## src/rtl/trig_qual_pkg.sv

```systemverilog
package trig_qual_pkg;

  // Strobes from the control FSM to the burst counter in the datapath.
  typedef struct packed {
    logic load;
    logic dec;
  } cnt_strobe_t;

  typedef enum logic {
    ST_IDLE  = 1'b0,
    ST_BURST = 1'b1
  } burst_state_e;

endpackage

```

## src/rtl/trig_qual_dp.sv

```systemverilog
module trig_qual_dp
  import trig_qual_pkg::*;
#(
  parameter int MAX_POW     = 10,
  parameter int POW_W       = 4,
  parameter int SYNC_STAGES = 2
) (
  input  logic             clk,
  input  logic             rstN,
  input  logic             trigIn,
  input  logic             cfgTrigEn,
  input  logic             cfgTrigLevel,
  input  logic             cfgTrigPol,
  input  logic             cfgBurstEn,
  input  logic [POW_W-1:0] cfgBurstPow,
  input  cnt_strobe_t      stb,
  output logic             edgeHit,
  output logic             levelOn,
  output logic             cntLast
);

  localparam int CNT_W = (MAX_POW > 0) ? MAX_POW : 1;

  // Synchronizer chain.
  logic [SYNC_STAGES-1:0] syncQ;

  generate
    for (genvar s = 0; s < SYNC_STAGES; s++) begin : g_sync
      if (s == 0) begin : g_first
        always_ff @(posedge clk or negedge rstN) begin
          if (!rstN) syncQ[0] <= 1'b0;
          else       syncQ[0] <= trigIn;
        end
      end else begin : g_next
        always_ff @(posedge clk or negedge rstN) begin
          if (!rstN) syncQ[s] <= 1'b0;
          else       syncQ[s] <= syncQ[s-1];
        end
      end
    end
  endgenerate

  logic trigSync;
  logic trigPrevQ;
  assign trigSync = syncQ[SYNC_STAGES-1];

  always_ff @(posedge clk or negedge rstN) begin
    if (!rstN) trigPrevQ <= 1'b0;
    else       trigPrevQ <= trigSync;
  end

  // Polarity folds the line into an "active" sense.
  logic activeNow;
  logic activePrev;
  assign activeNow  = cfgTrigPol ? trigSync  : ~trigSync;
  assign activePrev = cfgTrigPol ? trigPrevQ : ~trigPrevQ;

  assign edgeHit = cfgTrigEn & ~cfgTrigLevel & activeNow & ~activePrev;
  assign levelOn = cfgTrigEn &  cfgTrigLevel & activeNow;

  // Burst counter holds the number of items still to go, minus one.
  logic [POW_W-1:0] powEff;
  logic [CNT_W:0]   lenFull;
  logic [CNT_W-1:0] lenM1;
  logic [CNT_W-1:0] cntQ;

  always_comb begin
    if (int'(cfgBurstPow) > MAX_POW) powEff = POW_W'(MAX_POW);
    else                             powEff = cfgBurstPow;
    lenFull = ({{CNT_W{1'b0}}, 1'b1} << powEff) - 1'b1;
    lenM1   = cfgBurstEn ? lenFull[CNT_W-1:0] : '0;
  end

  always_ff @(posedge clk or negedge rstN) begin
    if (!rstN)        cntQ <= '0;
    else if (stb.load) cntQ <= lenM1;
    else if (stb.dec)  cntQ <= cntQ - 1'b1;
  end

  assign cntLast = (cntQ == '0);

  // an active edge is a one-cycle event unless the polarity was changed.
  a_r3_edge_single: assert property (@(posedge clk) disable iff (!rstN)
    edgeHit |=> (!edgeHit || !$stable(cfgTrigPol)));

  // the counter never loads and decrements in the same cycle.
  a_r6_strobe_excl: assert property (@(posedge clk) disable iff (!rstN)
    !(stb.load && stb.dec));

endmodule

```

## src/rtl/trig_qual_ctrl.sv

```systemverilog
module trig_qual_ctrl
  import trig_qual_pkg::*;
(
  input  logic        clk,
  input  logic        rstN,
  input  logic        edgeHit,
  input  logic        levelOn,
  input  logic        cntLast,
  input  logic        clrTrig,
  input  logic        itemAck,
  output cnt_strobe_t stb,
  output logic        itemReq,
  output logic        stopping
);

  burst_state_e stateQ, stateD;
  logic pendQ, pendD;
  logic stopQ, stopD;
  logic startReq;

  assign startReq = ~clrTrig & (edgeHit | levelOn | pendQ);

  always_comb begin
    stb    = '0;
    stateD = stateQ;
    pendD  = pendQ;
    stopD  = stopQ;
    unique case (stateQ)
      ST_IDLE: begin
        stopD = 1'b0;
        if (clrTrig) pendD = 1'b0;
        if (startReq) begin
          stb.load = 1'b1;
          stateD   = ST_BURST;
          pendD    = 1'b0;
        end
      end
      ST_BURST: begin
        if (edgeHit) pendD = 1'b1;
        if (clrTrig) begin
          pendD = 1'b0;
          stopD = 1'b1;
        end
        if (itemAck) begin
          if (cntLast || stopQ || clrTrig) begin
            stateD = ST_IDLE;
            stopD  = 1'b0;
          end else begin
            stb.dec = 1'b1;
          end
        end
      end
      default: stateD = ST_IDLE;
    endcase
  end

  always_ff @(posedge clk or negedge rstN) begin
    if (!rstN) begin
      stateQ <= ST_IDLE;
      pendQ  <= 1'b0;
      stopQ  <= 1'b0;
    end else begin
      stateQ <= stateD;
      pendQ  <= pendD;
      stopQ  <= stopD;
    end
  end

  assign itemReq  = (stateQ == ST_BURST);
  assign stopping = stopQ;

  // a request is held until the engine accepts it.
  a_r11_req_hold: assert property (@(posedge clk) disable iff (!rstN)
    (itemReq && !itemAck) |=> itemReq);

  // a clear coinciding with a grant ends the burst at once.
  a_r9_clr_stop: assert property (@(posedge clk) disable iff (!rstN)
    (clrTrig && itemReq && itemAck) |=> !itemReq);

  // a request only starts from a detected trigger or a pending one.
  a_r4_start_cause: assert property (@(posedge clk) disable iff (!rstN)
    $rose(itemReq) |-> $past(edgeHit || levelOn || pendQ));

  // the counter is never decremented past its last item.
  a_r6_no_underflow: assert property (@(posedge clk) disable iff (!rstN)
    stb.dec |-> !cntLast);

endmodule

```

## src/rtl/trig_burst_qual.sv

```systemverilog
module trig_burst_qual
  import trig_qual_pkg::*;
#(
  parameter int MAX_POW     = 10,
  parameter int POW_W       = 4,
  parameter int SYNC_STAGES = 2
) (
  input  logic             clk,
  input  logic             rstN,
  input  logic             trigIn,
  input  logic             clrTrig,
  input  logic             cfgTrigEn,
  input  logic             cfgTrigLevel,
  input  logic             cfgTrigPol,
  input  logic             cfgBurstEn,
  input  logic [POW_W-1:0] cfgBurstPow,
  input  logic             cfgSrcWrap,
  input  logic             cfgDstWrap,
  input  logic             itemAck,
  output logic             itemReq,
  output logic             burstLast,
  output logic             srcWrapOut,
  output logic             dstWrapOut
);

  cnt_strobe_t stb;
  logic edgeHit;
  logic levelOn;
  logic cntLast;
  logic stopping;

  trig_qual_dp #(
    .MAX_POW    (MAX_POW),
    .POW_W      (POW_W),
    .SYNC_STAGES(SYNC_STAGES)
  ) u_dp (
    .clk         (clk),
    .rstN        (rstN),
    .trigIn      (trigIn),
    .cfgTrigEn   (cfgTrigEn),
    .cfgTrigLevel(cfgTrigLevel),
    .cfgTrigPol  (cfgTrigPol),
    .cfgBurstEn  (cfgBurstEn),
    .cfgBurstPow (cfgBurstPow),
    .stb         (stb),
    .edgeHit     (edgeHit),
    .levelOn     (levelOn),
    .cntLast     (cntLast)
  );

  trig_qual_ctrl u_ctrl (
    .clk     (clk),
    .rstN    (rstN),
    .edgeHit (edgeHit),
    .levelOn (levelOn),
    .cntLast (cntLast),
    .clrTrig (clrTrig),
    .itemAck (itemAck),
    .stb     (stb),
    .itemReq (itemReq),
    .stopping(stopping)
  );

  logic wrapSlot;
  assign burstLast  = itemReq & cntLast;
  assign wrapSlot   = burstLast & cfgBurstEn & ~stopping;
  assign srcWrapOut = wrapSlot & cfgSrcWrap;
  assign dstWrapOut = wrapSlot & cfgDstWrap;

  // a grant of the last item closes the burst.
  a_r10_wrap_ends_burst: assert property (@(posedge clk) disable iff (!rstN)
    (burstLast && itemAck) |=> !itemReq || $past(stopping) == 1'b0);

  // no wrap is signalled without burst mode.
  a_r10_no_wrap_single: assert property (@(posedge clk) disable iff (!rstN)
    !cfgBurstEn |-> !(srcWrapOut || dstWrapOut));

endmodule

```

## config.mk

```make
export PLATFORM = sky130hd
export DESIGN_NAME = trig_burst_qual
export DESIGN_NICKNAME = d
export VERILOG_FILES = /design/src/rtl/trig_qual_pkg.sv /design/src/rtl/trig_qual_dp.sv /design/src/rtl/trig_qual_ctrl.sv /design/src/rtl/trig_burst_qual.sv
export SDC_FILE = /design/constraint.sdc
export NUM_CORES = 1
export LEC_CHECK = 0
export ABC_AREA = 1
export ABC_CLOCK_PERIOD_IN_PS = 1700
export BUFFER_PORTS_ARGS = -buffer_cell sky130_fd_sc_hd__buf_2
export CAP_MARGIN = 10
export CORE_MARGIN = 3
export CORE_UTILIZATION = 56
export DETAILED_ROUTE_END_ITERATION = 10
export PLACE_DENSITY = 0.86
export SETUP_SLACK_MARGIN = 0.15
export SLEW_MARGIN = 40
export SYNTH_ARGS = -nofsm -noshare
export SYNTH_HDL_FRONTEND = slang
export SYNTH_SLANG_ARGS = --single-unit
```

## constraint.sdc

```tcl
create_clock -name clk -period 1.7 [get_ports clk]
set_input_delay 0.085 -clock clk [delete_from_list [all_inputs] [get_ports clk]]
set_output_delay 0.085 -clock clk [all_outputs]
set_load 0.05 [all_outputs]
```

==> results of run 1 <==
## path summary, 6_finish.rpt
kind	endpoint	slack (ns)	cells after the start
hold / removal	u_ctrl.pendQ$_DFFE_PN0P_	0.02	2
hold reg to reg	u_dp.trigSync$_DFF_PN0_	0.36	0
min in group asynchronous	u_dp.trigPrevQ$_DFF_PN0_	0.21	2
max in group asynchronous	u_dp.cntQ[2]$_DFFE_PN0P_	1.18	2
setup reg to reg	u_dp.cntQ[1]$_DFFE_PN0P_	0.05	7
setup / recovery	dstWrapOut	-0.04	9
## report_power, final
| group | total [W] | internal [W] | switching [W] |
|---|---|---|---|
| clock network | 0.000276 | 0.000131 | 0.000145 |
| logic | 0.00170 | 0.000696 | 0.00100 |
| registers | 0.000656 | 0.000509 | 0.000147 |
| total | 0.00263 | 0.00134 | 0.00129 |
## sequential cells by signal, summed over array words and instances (netlist names)
| signal | flops |
|---|---|
| u_dp.trigPrevQ | 1 |
| u_dp.syncQ | 1 |
| u_dp.cntQ | 10 |
| u_dp.trigSync | 1 |
| u_ctrl.pendQ | 1 |
| u_ctrl.stopping | 1 |
| u_ctrl.itemReq | 1 |
## cells in the mapped netlist, drive strengths merged
| master | instances | area share (%) |
|---|---|---|
| a211oi | 2 | 1.2 |
| a21oi | 2 | 0.79 |
| buf | 1 | 1.2 |
| clkinv | 1 | 0.30 |
| dfrtp | 16 | 32 |
| ha | 2 | 2.0 |
| inv | 28 | 8.5 |
| nand2 | 76 | 26 |
| nand3 | 17 | 8.1 |
| nand3b | 3 | 1.8 |
| nand4 | 6 | 3.0 |
| nor2 | 26 | 8.5 |
| nor3 | 1 | 0.39 |
| o21ai | 1 | 0.39 |
| o21bai | 1 | 0.59 |
| o31ai | 1 | 0.59 |
| or2 | 1 | 0.49 |
| xnor2 | 1 | 0.69 |
| xor2 | 6 | 4.1 |
## stage by stage
stage                     instance area (sq um)  hold WS [ns]  power [W]  setup TNS (ns)
after global placement                     1446       0.01730   0.001701               0
after floorplan                            1330       -0.2106   0.001519        -0.04111
after detailed placement                   1446       0.02857   0.001752               0
after CTS                                  1617       0.01074   0.002243               0
final                                      1783       0.02437   0.002631        -0.06952
after global routing                       1783       0.02869   0.002801         -0.2612
## what timing repair did
item                                    in CTS  in global routing
setup buffers                               10                  8
endpoints found under the hold margin       17                  0
pin swaps                                    6                  7
cloned                                       0                  3
endpoints found under the setup margin       6                 13
gates resized for setup                     11                 27
hold buffers                                 2                  0
## final cells by class
cell class	instances	area, sq um	area share (%)
clock buffer	4	36.28	2.035
multi-input combinational	148	897.1	50.32
inverter	29	116.4	6.526
sequential	16	404.1	22.67
tap	27	33.78	1.895
timing repair buffer	40	295.3	16.56
## cells in the final DEF (no fill, tap or decap), types with 4 or more instances in the layout
cell type / Yosys / layout
inv_1: 19 / 16
nand4_1: 6 / 6
buf_6: 0 / 4
xor2_1: 6 / 6
buf_4: 0 / 16
buf_2: 0 / 16
nand2_1: 63 / 59
nand2_2: 11 / 14
nor2_1: 24 / 15
nand3_1: 15 / 13
nor2_2: 1 / 4
inv_2: 8 / 10
nor2_4: 1 / 7
nand3_4: 1 / 4
dfrtp_1: 16 / 13
## critical path: cells and delay by family (launching register included)
| family | cells | cell delay [ns] |
|---|---|---|
| flops | 1 | 0.41 |
| simple gates | 5 | 0.47 |
| buf+inv | 3 | 0.31 |
| fa+ha+maj | 1 | 0.15 |
## per-layer routing
metal	GRT usage, %	share of wire [%]	wire length, microns
met1	31.15	36	1540
met2	49.59	49	2096
met3	7.202	10	423
met4	13.62	4.5	191
met5	0	0	0
## logic make-up (layout without fill, tap and decap cells)
kind of cell / count (synthesis) / in the layout / synth area share (%)
compound gates: 7 / 7 / 3.554
simple gates: 130 / 132 / 48.08
flops: 16 / 16 / 31.59
fa+ha+maj: 2 / 2 / 1.974
xor+xnor: 7 / 7 / 4.837
buf+inv: 30 / 73 / 9.970
==> reports/metrics.cfg, run 1 <==
[placement]
hpwl_mm = 2.263
io_buffers = 18
place_ws_ns = 0.06895
gp_congestion = 0.9112
dp.cells = 237

[sta]
fin_crit_sh_pct = 102.1
relSlewSlack_pct = 67.14
timing.final.ws_setup_ns = -0.03555
finalHoldViolations = 0
finClkSkew_ns = 0.005331
fmax_mhz = 576.2
grt_setup_unrepaired = yes
finalSetupViolCount = 2
tightest_slew_ns = 0.4892
slew_violations = 0
fin_crit_ns = 1.736

[synth]
synthCells = 192
synthesis.nets = 209
avgSynthCellArea_sq_um = 6.601
ys_seq_area_share_pct = 31.59
synth_cell_types = 27
yosysWarningCount = 0
ys_seq_elements = 16
synth_area_sq_um = 1267

[layout]
fin_util_pct = 87.32
num_antenna_cells = 0
nFillCells = 101
area_growth_pct = 40.67
stdcell_count = 264
finalNetCount = 255
layout-drive-gt1-share_pct = 39.24

[floorplan]
core_area_sq_um = 2042
pin_count = 19
die-height_microns = 53.58
core.rowCount = 16
design.die.area_sq_um = 2870
start_util_pct = 62.07
die_x_microns = 53.58

[hold_path]
worstHoldStart = clrTrig
min_path_type = input pin to flip-flop

[worst_setup_path]
cp_max_fo = 2
critPathMaxStageDelay_ns = 0.41
crit_path_top_delay_cell = dfrtp_1
start_kind = flip-flop
cp_data_required_time_ns = 1.62
startpoint = u_dp.cntQ[0]$_DFFE_PN0P_
worstPathCellList = inv_2 > ha_4 > nand2_4 > inv_4 > nand3_4 > nor2_4 > nand3_4 > nor2_4 > buf_8
crit_path_end_kind = output port
critPathKind = flip-flop to output port
worstPathArrival_ns = 1.65
crit-reg2reg-launch = u_ctrl.itemReq$_DFF_PN0_

[detailed_routing]
drtPass1Iterations = 5
routedWlPerCell_microns = 16.10
vias = 1531
drt-total-wl_mm = 4.251
ant_nets = 0
drc = 0
drt_iter0_drc = 111
vias_per_cell = 5.799

[power]
ir_drop_mv = 1.016
power_density_nw_per_um2 = 1476
p_leak_nw = 0.9402

[clock_network]
cts_buffers = 3
cts_buffer_depth = 2
clock_sinks = 16
cts-root-buf = clkbuf_4
path_clk_slew_ns = 0.11
cts_tree = done
htree_levels = 1
insertion_delay_ns = 0.31

[grt]
grt_pass1_vias = 1340
gr-total-overflow = 0
antenna_found_initial = 0
grt_pass1_wl_mm = 5.775
track_usage_pct = 28.10
grt_start_max_net_pins = 17

[job]
max-cap-violations = 0

[status]
violations = negative setup slack
status = finished with violations

(Power assumes the default switching activity.)
==> run 2, diff against run 1 <==
==> constraint.sdc (replaced) <==
create_clock -name clk -period 1.7 [get_ports clk]
set_input_delay 0.085 -clock clk [delete_from_list [all_inputs] [get_ports clk]]
set_output_delay 0.085 -clock clk [all_outputs]
set_load 0.1 [all_outputs]
==> reports/metrics.cfg, run 2 (synthesized netlist as in run 1, its figures left out) <==
[layout]
layout_common_cells = nand2_1, buf_4, inv_1
fin_util_pct = 87.93
layout-drive-gt1-share_pct = 38.89
final_common_cell = nand2_1
finalNetCount = 252
area_growth_pct = 41.66
num_antenna_cells = 0
largest_register_ffs = 10
stdcell_count = 261
regMostFlops = u_dp.cntQ

[placement]
place_ws_ns = 0.06961
hpwl_mm = 2.215
dp.cells = 237
io_buffers = 18
gp_congestion = 0.8796

[sta]
fmax_mhz = 561.3
grt_setup_unrepaired = yes
hold_ws_ns = 0.03302
fin_crit_sh_pct = 104.8
timing.final.ws_setup_ns = -0.08144
slew_violations = 0
finalSetupViolCount = 3
fin_crit_ns = 1.781
finClkSkew_ns = 0.001233
finalHoldViolations = 0
relSlewSlack_pct = 67.08
tightest_slew_ns = 0.4973

[power]
p_leak_nw = 0.9321
ir_drop_mv = 0.8984
power_density_nw_per_um2 = 1453

[detailed_routing]
drtPass1Iterations = 5
vias = 1530
drt-total-wl_mm = 4.142
routedWlPerCell_microns = 15.87
ant_nets = 0
vias_per_cell = 5.862
drt_iter0_drc = 89
drc = 0

[worst_setup_path]
critPathMaxStageDelay_ns = 0.43
critPathKind = flip-flop to output port
worstPathCellList = inv_2 > nand2_2 > nor2_4 > nand3_4 > nor2_4 > nand3_4 > nor2_4 > buf_12
cp_common_cell = nor2_4
start_kind = flip-flop
cp_top_family = simple AND/OR/NAND/NOR gates
crit_path_top_delay_cell = dfrtp_1
worstPathArrival_ns = 1.70
critPathBufInv = 2
cp_max_fo = 3
cp_data_required_time_ns = 1.62
crit_path_end_kind = output port

[clock_network]
cts_buffer_depth = 2
path_clk_slew_ns = 0.10
cts_tree = done
insertion_delay_ns = 0.30
cts-root-buf = clkbuf_4
cts_buffers = 3
htree_levels = 1
clock_sinks = 16

[hold_path]
min_path_type = input pin to flip-flop

[floorplan]
die-height_microns = 53.58
design.die.area_sq_um = 2870
start_util_pct = 62.07
core_area_sq_um = 2042
core.rowCount = 16
pin_count = 19
die_x_microns = 53.58

[status]
violations = negative setup slack
status = finished with violations

[grt]
grt_pass1_wl_mm = 5.644
grt_start_max_net_pins = 17
grt_pass1_vias = 1330
track_usage_pct = 27.62
gr-total-overflow = 0
antenna_found_initial = 0

[job]
max-cap-violations = 0

## run 2: cell types whose count changed in the layout (fill, tap and decap cells not counted), sizes merged
cell / previous run / this run
buf: 38 / 36
clkinv: 1 / 2
inv: 28 / 27
nand2: 78 / 77
## run 2: final cells by class
type,count,area [sq um]
inverters,29,123.9
multi-input cells,147,894.6
fillers,100,246.5
clock buffers,4,36.28
flip-flops and latches,16,404.1
well taps,27,33.78
repair buffers,38,302.8
## run 2: path summary, 6_finish.rpt
path	endpoint	slack, ns	depth (start not counted)	startpoint
setup / recovery	srcWrapOut	-0.08	8	u_dp.cntQ[6]$_DFFE_PN0P_
hold / removal	u_ctrl.pendQ$_DFFE_PN0P_	0.03	2	clrTrig
setup reg to reg	u_dp.cntQ[6]$_DFFE_PN0P_	0.11	12	u_dp.trigSync$_DFF_PN0_
hold reg to reg	u_dp.trigSync$_DFF_PN0_	0.37	0	u_dp.syncQ[0]$_DFF_PN0_
max in group asynchronous	u_ctrl.itemReq$_DFF_PN0_	1.20	2	rstN
min in group asynchronous	u_dp.cntQ[5]$_DFFE_PN0P_	0.21	2	rstN
## run 2: repair_timing
action | 4_1_cts | 5_1_grt
gates cloned | 0 | 1
hold endpoints to repair | 17 | 0
setup buffers | 6 | 11
pin swaps | 5 | 9
hold buffers | 2 | 0
setup endpoints to repair | 12 | 13
gates resized for setup | 5 | 23
## run 2: through the flow
step | instance area [sq um] | TNS [ns] | power (W)
after detailed placement | 1493 | 0 | 0.001808
final | 1795 | -0.2330 | 0.002609
after floorplan | 1331 | -0.9579 | 0.001577
after global routing | 1795 | -0.5298 | 0.002750
after global placement | 1493 | 0 | 0.001771
after CTS | 1615 | -0.1515 | 0.002207
## run 2: worst register-to-register path, cell delays in order, from the launching register on
cell and delay (ns):
dfrtp_1 0.41, inv_1 0.06, nand2_1 0.09, inv_1 0.06, nor2_2 0.11, nand2_2 0.08, nand3_4 0.13, nand2_8 0.11
buf_12 0.17, o21ai_0 0.07, nand2_1 0.09, nand2_1 0.08, inv_1 0.04
## run 2: power by group
| group | internal, W | total [W] | switching (W) | leakage [nW] |
|---|---|---|---|---|
| Clock | 0.000131 | 0.000272 | 0.000142 | 0.0210 |
| Sequential | 0.000510 | 0.000669 | 0.000159 | 0.198 |
| Combinational | 0.000639 | 0.00167 | 0.00103 | 0.713 |
| Total | 0.00128 | 0.00261 | 0.00133 | 0.932 |
## run 2: metal layers
layer	part of all wire [%]	routed length, microns	up-vias	global-route usage [%]
li1	-	-	687	-
met1	37	1552	726	31.79
met2	50	2058	99	47.35
met3	9.2	382	18	6.371
met4	3.6	149	0	14.47
met5	0	0	-	0
==> run 3, diff against run 2 <==
--- a/config.mk
+++ b/config.mk
@@ -9,10 +9,10 @@
 export ABC_CLOCK_PERIOD_IN_PS = 1700
 export BUFFER_PORTS_ARGS = -buffer_cell sky130_fd_sc_hd__buf_2
 export CAP_MARGIN = 10
-export CORE_MARGIN = 3
-export CORE_UTILIZATION = 56
+export CORE_UTILIZATION = 58
+export CTS_BUF_LIST = sky130_fd_sc_hd__clkbuf_4
 export DETAILED_ROUTE_END_ITERATION = 10
-export PLACE_DENSITY = 0.86
+export PLACE_DENSITY = 0.88
 export SETUP_SLACK_MARGIN = 0.15
 export SLEW_MARGIN = 40
 export SYNTH_ARGS = -nofsm -noshare
==> reports/metrics.cfg, run 3 <==
[status]
status = aborted with a tool error
lastStage = global routing
error_line = [ERROR DPL-0033] detailed placement checks failed during check placement.

[clock_network]
clock_sinks = 16
cts-root-buf = clkbuf_4
cts_buffer_depth = 2
cts_buffers = 3
htree_levels = 1

[synth]
synth-async-reset-ratio_pct = 100.0
synth_area_sq_um = 1267
synthesis.nets = 209
synth_cell_types = 27
synth_common_cells = nand2_1, nor2_1, inv_1
synthCells = 192
ys_seq_elements = 16
post-synth-top-count-cell = nand2_1
synthTopCellsByArea = dfrtp_1, nand2_1, nor2_1
yosysWarningCount = 0
avgSynthCellArea_sq_um = 6.601
synth_edf_count = 0
synthFlopType = dfrtp_1
netlist.area_leader.share_pct = 31.59
ys_seq_area_share_pct = 31.59
post-synth-top-area-cell = dfrtp_1

[floorplan]
core.rowCount = 16
die_x_microns = 48.75
die-height_microns = 48.75
start_util_pct = 63.31
pin_count = 19

[grt]
antenna_found_initial = 0
grt_start_max_net_pins = 17

[sta]
endpoint_type = primary output
grt_worst_setup_endpoint = srcWrapOut

[placement]
hpwl_mm = 2.385
io_buffers = 18
gp_congestion = 0.8808

run 3: cell counts after synthesis:
Identical to the previous run, type by type.
run 3: stage by stage:
stage,instances,hold slack [ns],instance area [sq um],worst slack (ns),setup TNS [ns]
after floorplan,192,-0.2106,1331,-0.4901,-0.9579
after global placement,236,0.01556,1485,0.1260,0
after detailed placement,236,0.02065,1485,0.08181,0
after CTS,262,0.03370,1762,-0.06265,-0.09468
run 3: kinds of logic after synthesis:
logic type | after synthesis | share of synthesized area (%)
AOI/OAI and AO/OA | 7 | 3.554
xor gates and xnor gates | 7 | 4.837
adders and majority gates | 2 | 1.974
buffers and inverters | 30 | 9.970
DFF | 16 | 31.59
and+or+nand+nor | 130 | 48.08
run 3: what timing repair did:
item | CTS
endpoints found under the hold margin | 17
pin swaps | 17
hold buffers | 2
endpoints found under the setup margin | 12
setup buffers | 20
resized for setup | 14
==> run 4, diff against run 3 <==
--- a/config.mk
+++ b/config.mk
@@ -9,11 +9,10 @@
 export ABC_CLOCK_PERIOD_IN_PS = 1700
 export BUFFER_PORTS_ARGS = -buffer_cell sky130_fd_sc_hd__buf_2
 export CAP_MARGIN = 10
-export CORE_UTILIZATION = 58
-export CTS_BUF_LIST = sky130_fd_sc_hd__clkbuf_4
+export CORE_AREA = 2 2 63 65
 export DETAILED_ROUTE_END_ITERATION = 10
-export PLACE_DENSITY = 0.88
-export SETUP_SLACK_MARGIN = 0.15
+export DIE_AREA = 0 0 65 67
+export PLACE_DENSITY_LB_ADDON = 0.15
 export SLEW_MARGIN = 40
 export SYNTH_ARGS = -nofsm -noshare
 export SYNTH_HDL_FRONTEND = slang
==> reports/metrics.cfg, run 4 (synthesized netlist as in run 1, its figures left out) <==
[placement]
hpwl_mm = 2.232
gp_congestion = 0.8119
io_buffers = 18
placed_area_sq_um = 1534

[floorplan]
core.rowCount = 22
die_x_microns = 65
start_util_pct = 35.15
design.die.area_sq_um = 4355
pin_count = 19
core_area_sq_um = 3606
die-height_microns = 67

[power]
p_comb_share_pct = 59.7
switching_power_w = 0.001049
pwr-share-clk_pct = 14.5
power_frac_seq_pct = 25.9
p_int_w = 0.001299
power_density_nw_per_um2 = 1384
switching_share_pct = 44.67
ir_drop_mv = 0.6291
p_leak_nw = 0.8992

[sta]
fin_crit_sh_pct = 98.21
relSlewSlack_pct = 68.07
finClkSkew_ns = 0.005664
fmax_mhz = 598.9
setup-tns-final_ns = 0
tightest_slew_ns = 0.4823
slew_violations = 0
grt_setup_unrepaired = yes
finalSetupViolCount = 0
fin_crit_ns = 1.670
finalHoldViolations = 0

[layout]
final_common_cell = nand2_1
num_antenna_cells = 0
layout-drive-gt1-share_pct = 31.58
final_area_sq_um = 1697
regMostFlops = u_dp.cntQ
layout_common_cells = nand2_1, nor2_1, inv_1
area_growth_pct = 33.86
finalNetCount = 246
largest_register_ffs = 10

[job]
max-cap-violations = 0

[clock_network]
htree_levels = 1
cts_tree = done
cts-root-buf = clkbuf_8
clock_sinks = 16
cts_buffer_depth = 2
path_clk_slew_ns = 0.07
cts_buffers = 3
insertion_delay_ns = 0.25

[detailed_routing]
drc = 0
drtPass1Iterations = 4
drt-total-wl_mm = 2.880
vias_per_cell = 4.486
vias = 1238
ant_nets = 0
routedWlPerCell_microns = 10.43
drt_iter0_drc = 20

[worst_setup_path]
crit_path_end_kind = output port
cp_max_fo = 2
cp_data_required_time_ns = 1.62
start_kind = flip-flop
critPathKind = flip-flop to output port
worstPathArrival_ns = 1.58

[grt]
grt_pass1_vias = 1135
grt_start_max_net_pins = 17
gr-total-overflow = 0
track_usage_pct = 14.54
grt_pass1_wl_mm = 4.850
antenna_found_initial = 0

[status]
status = complete, no violations

[hold_path]
min_path_type = input pin to flip-flop

-- run 4: final cells by class --
cell class | instances | area [sq um]
clock buffers | 4 | 55.05
fillers | 392 | 1909
inverters | 29 | 113.9
multi-input cells | 146 | 813.3
flip-flops and latches | 16 | 401.6
well taps | 48 | 60.06
repair buffers | 33 | 252.7
-- run 4: per-stage QoR --
step,util (%),hold slack [ns],power [W],setup WS [ns],cells
detailed placement,42.54,0.02583,0.001834,0.1050,260
finish,47.05,0.07787,0.002348,0.03040,276
global route,47.05,0.08523,0.002564,-0.06331,276
CTS,46.63,0.07496,0.002335,0.003046,274
floorplan,-,-0.2106,0.001577,-0.4901,192
global placement,42.54,0.02255,0.001843,0.1304,260
-- run 4: worst paths after layout --
kind,cells after the start,startpoint,to,slack [ns]
max,9,u_dp.cntQ[0]$_DFFE_PN0P_,srcWrapOut,0.03
min,2,clrTrig,u_ctrl.pendQ$_DFFE_PN0P_,0.08
max reg2reg,12,u_dp.cntQ[1]$_DFFE_PN0P_,u_dp.cntQ[9]$_DFFE_PN0P_,0.16
min reg2reg,0,u_dp.syncQ[0]$_DFF_PN0_,u_dp.trigSync$_DFF_PN0_,0.35
max in group asynchronous,2,rstN,u_ctrl.itemReq$_DFF_PN0_,1.14
min in group asynchronous,2,rstN,u_dp.cntQ[4]$_DFFE_PN0P_,0.27
-- run 4: timing repair --
action	in CTS	in global routing
gates resized for setup	5	0
setup endpoints to repair	2	2
pin swaps	5	4
buffers inserted	8	2
hold buffers	2	0
endpoints found under the hold margin	17	0
-- run 4: power by group through the flow --
stage / clock (W) / sequential, W / combinational (W)
after global routing: 0.000373 / 0.000621 / 0.00157
after detailed placement: 0 / 0.000620 / 0.00121
after floorplan: 0 / 0.000694 / 0.000883
final: 0.000340 / 0.000607 / 0.00140
after CTS: 0.000351 / 0.000606 / 0.00138
after global placement: 0 / 0.000615 / 0.00123
-- run 4: routing by layer --
layer	vias up	GRT usage (%)	part of all wire, %
met4	0	3.191	0.66
met1	541	17.94	47
li1	671	-	-
met3	2	3.716	4.1
met5	-	0	0
met2	24	25.39	48
-- run 4: worst max-delay path: stages (launching register included) --
cell     delay [ns]
dfrtp_1        0.39
inv_2          0.08
ha_4           0.14
nand2_4        0.06
inv_4          0.06
nand3_4        0.08
nor2_4         0.14
nand3_4        0.10
nor2_4         0.11
buf_12         0.18
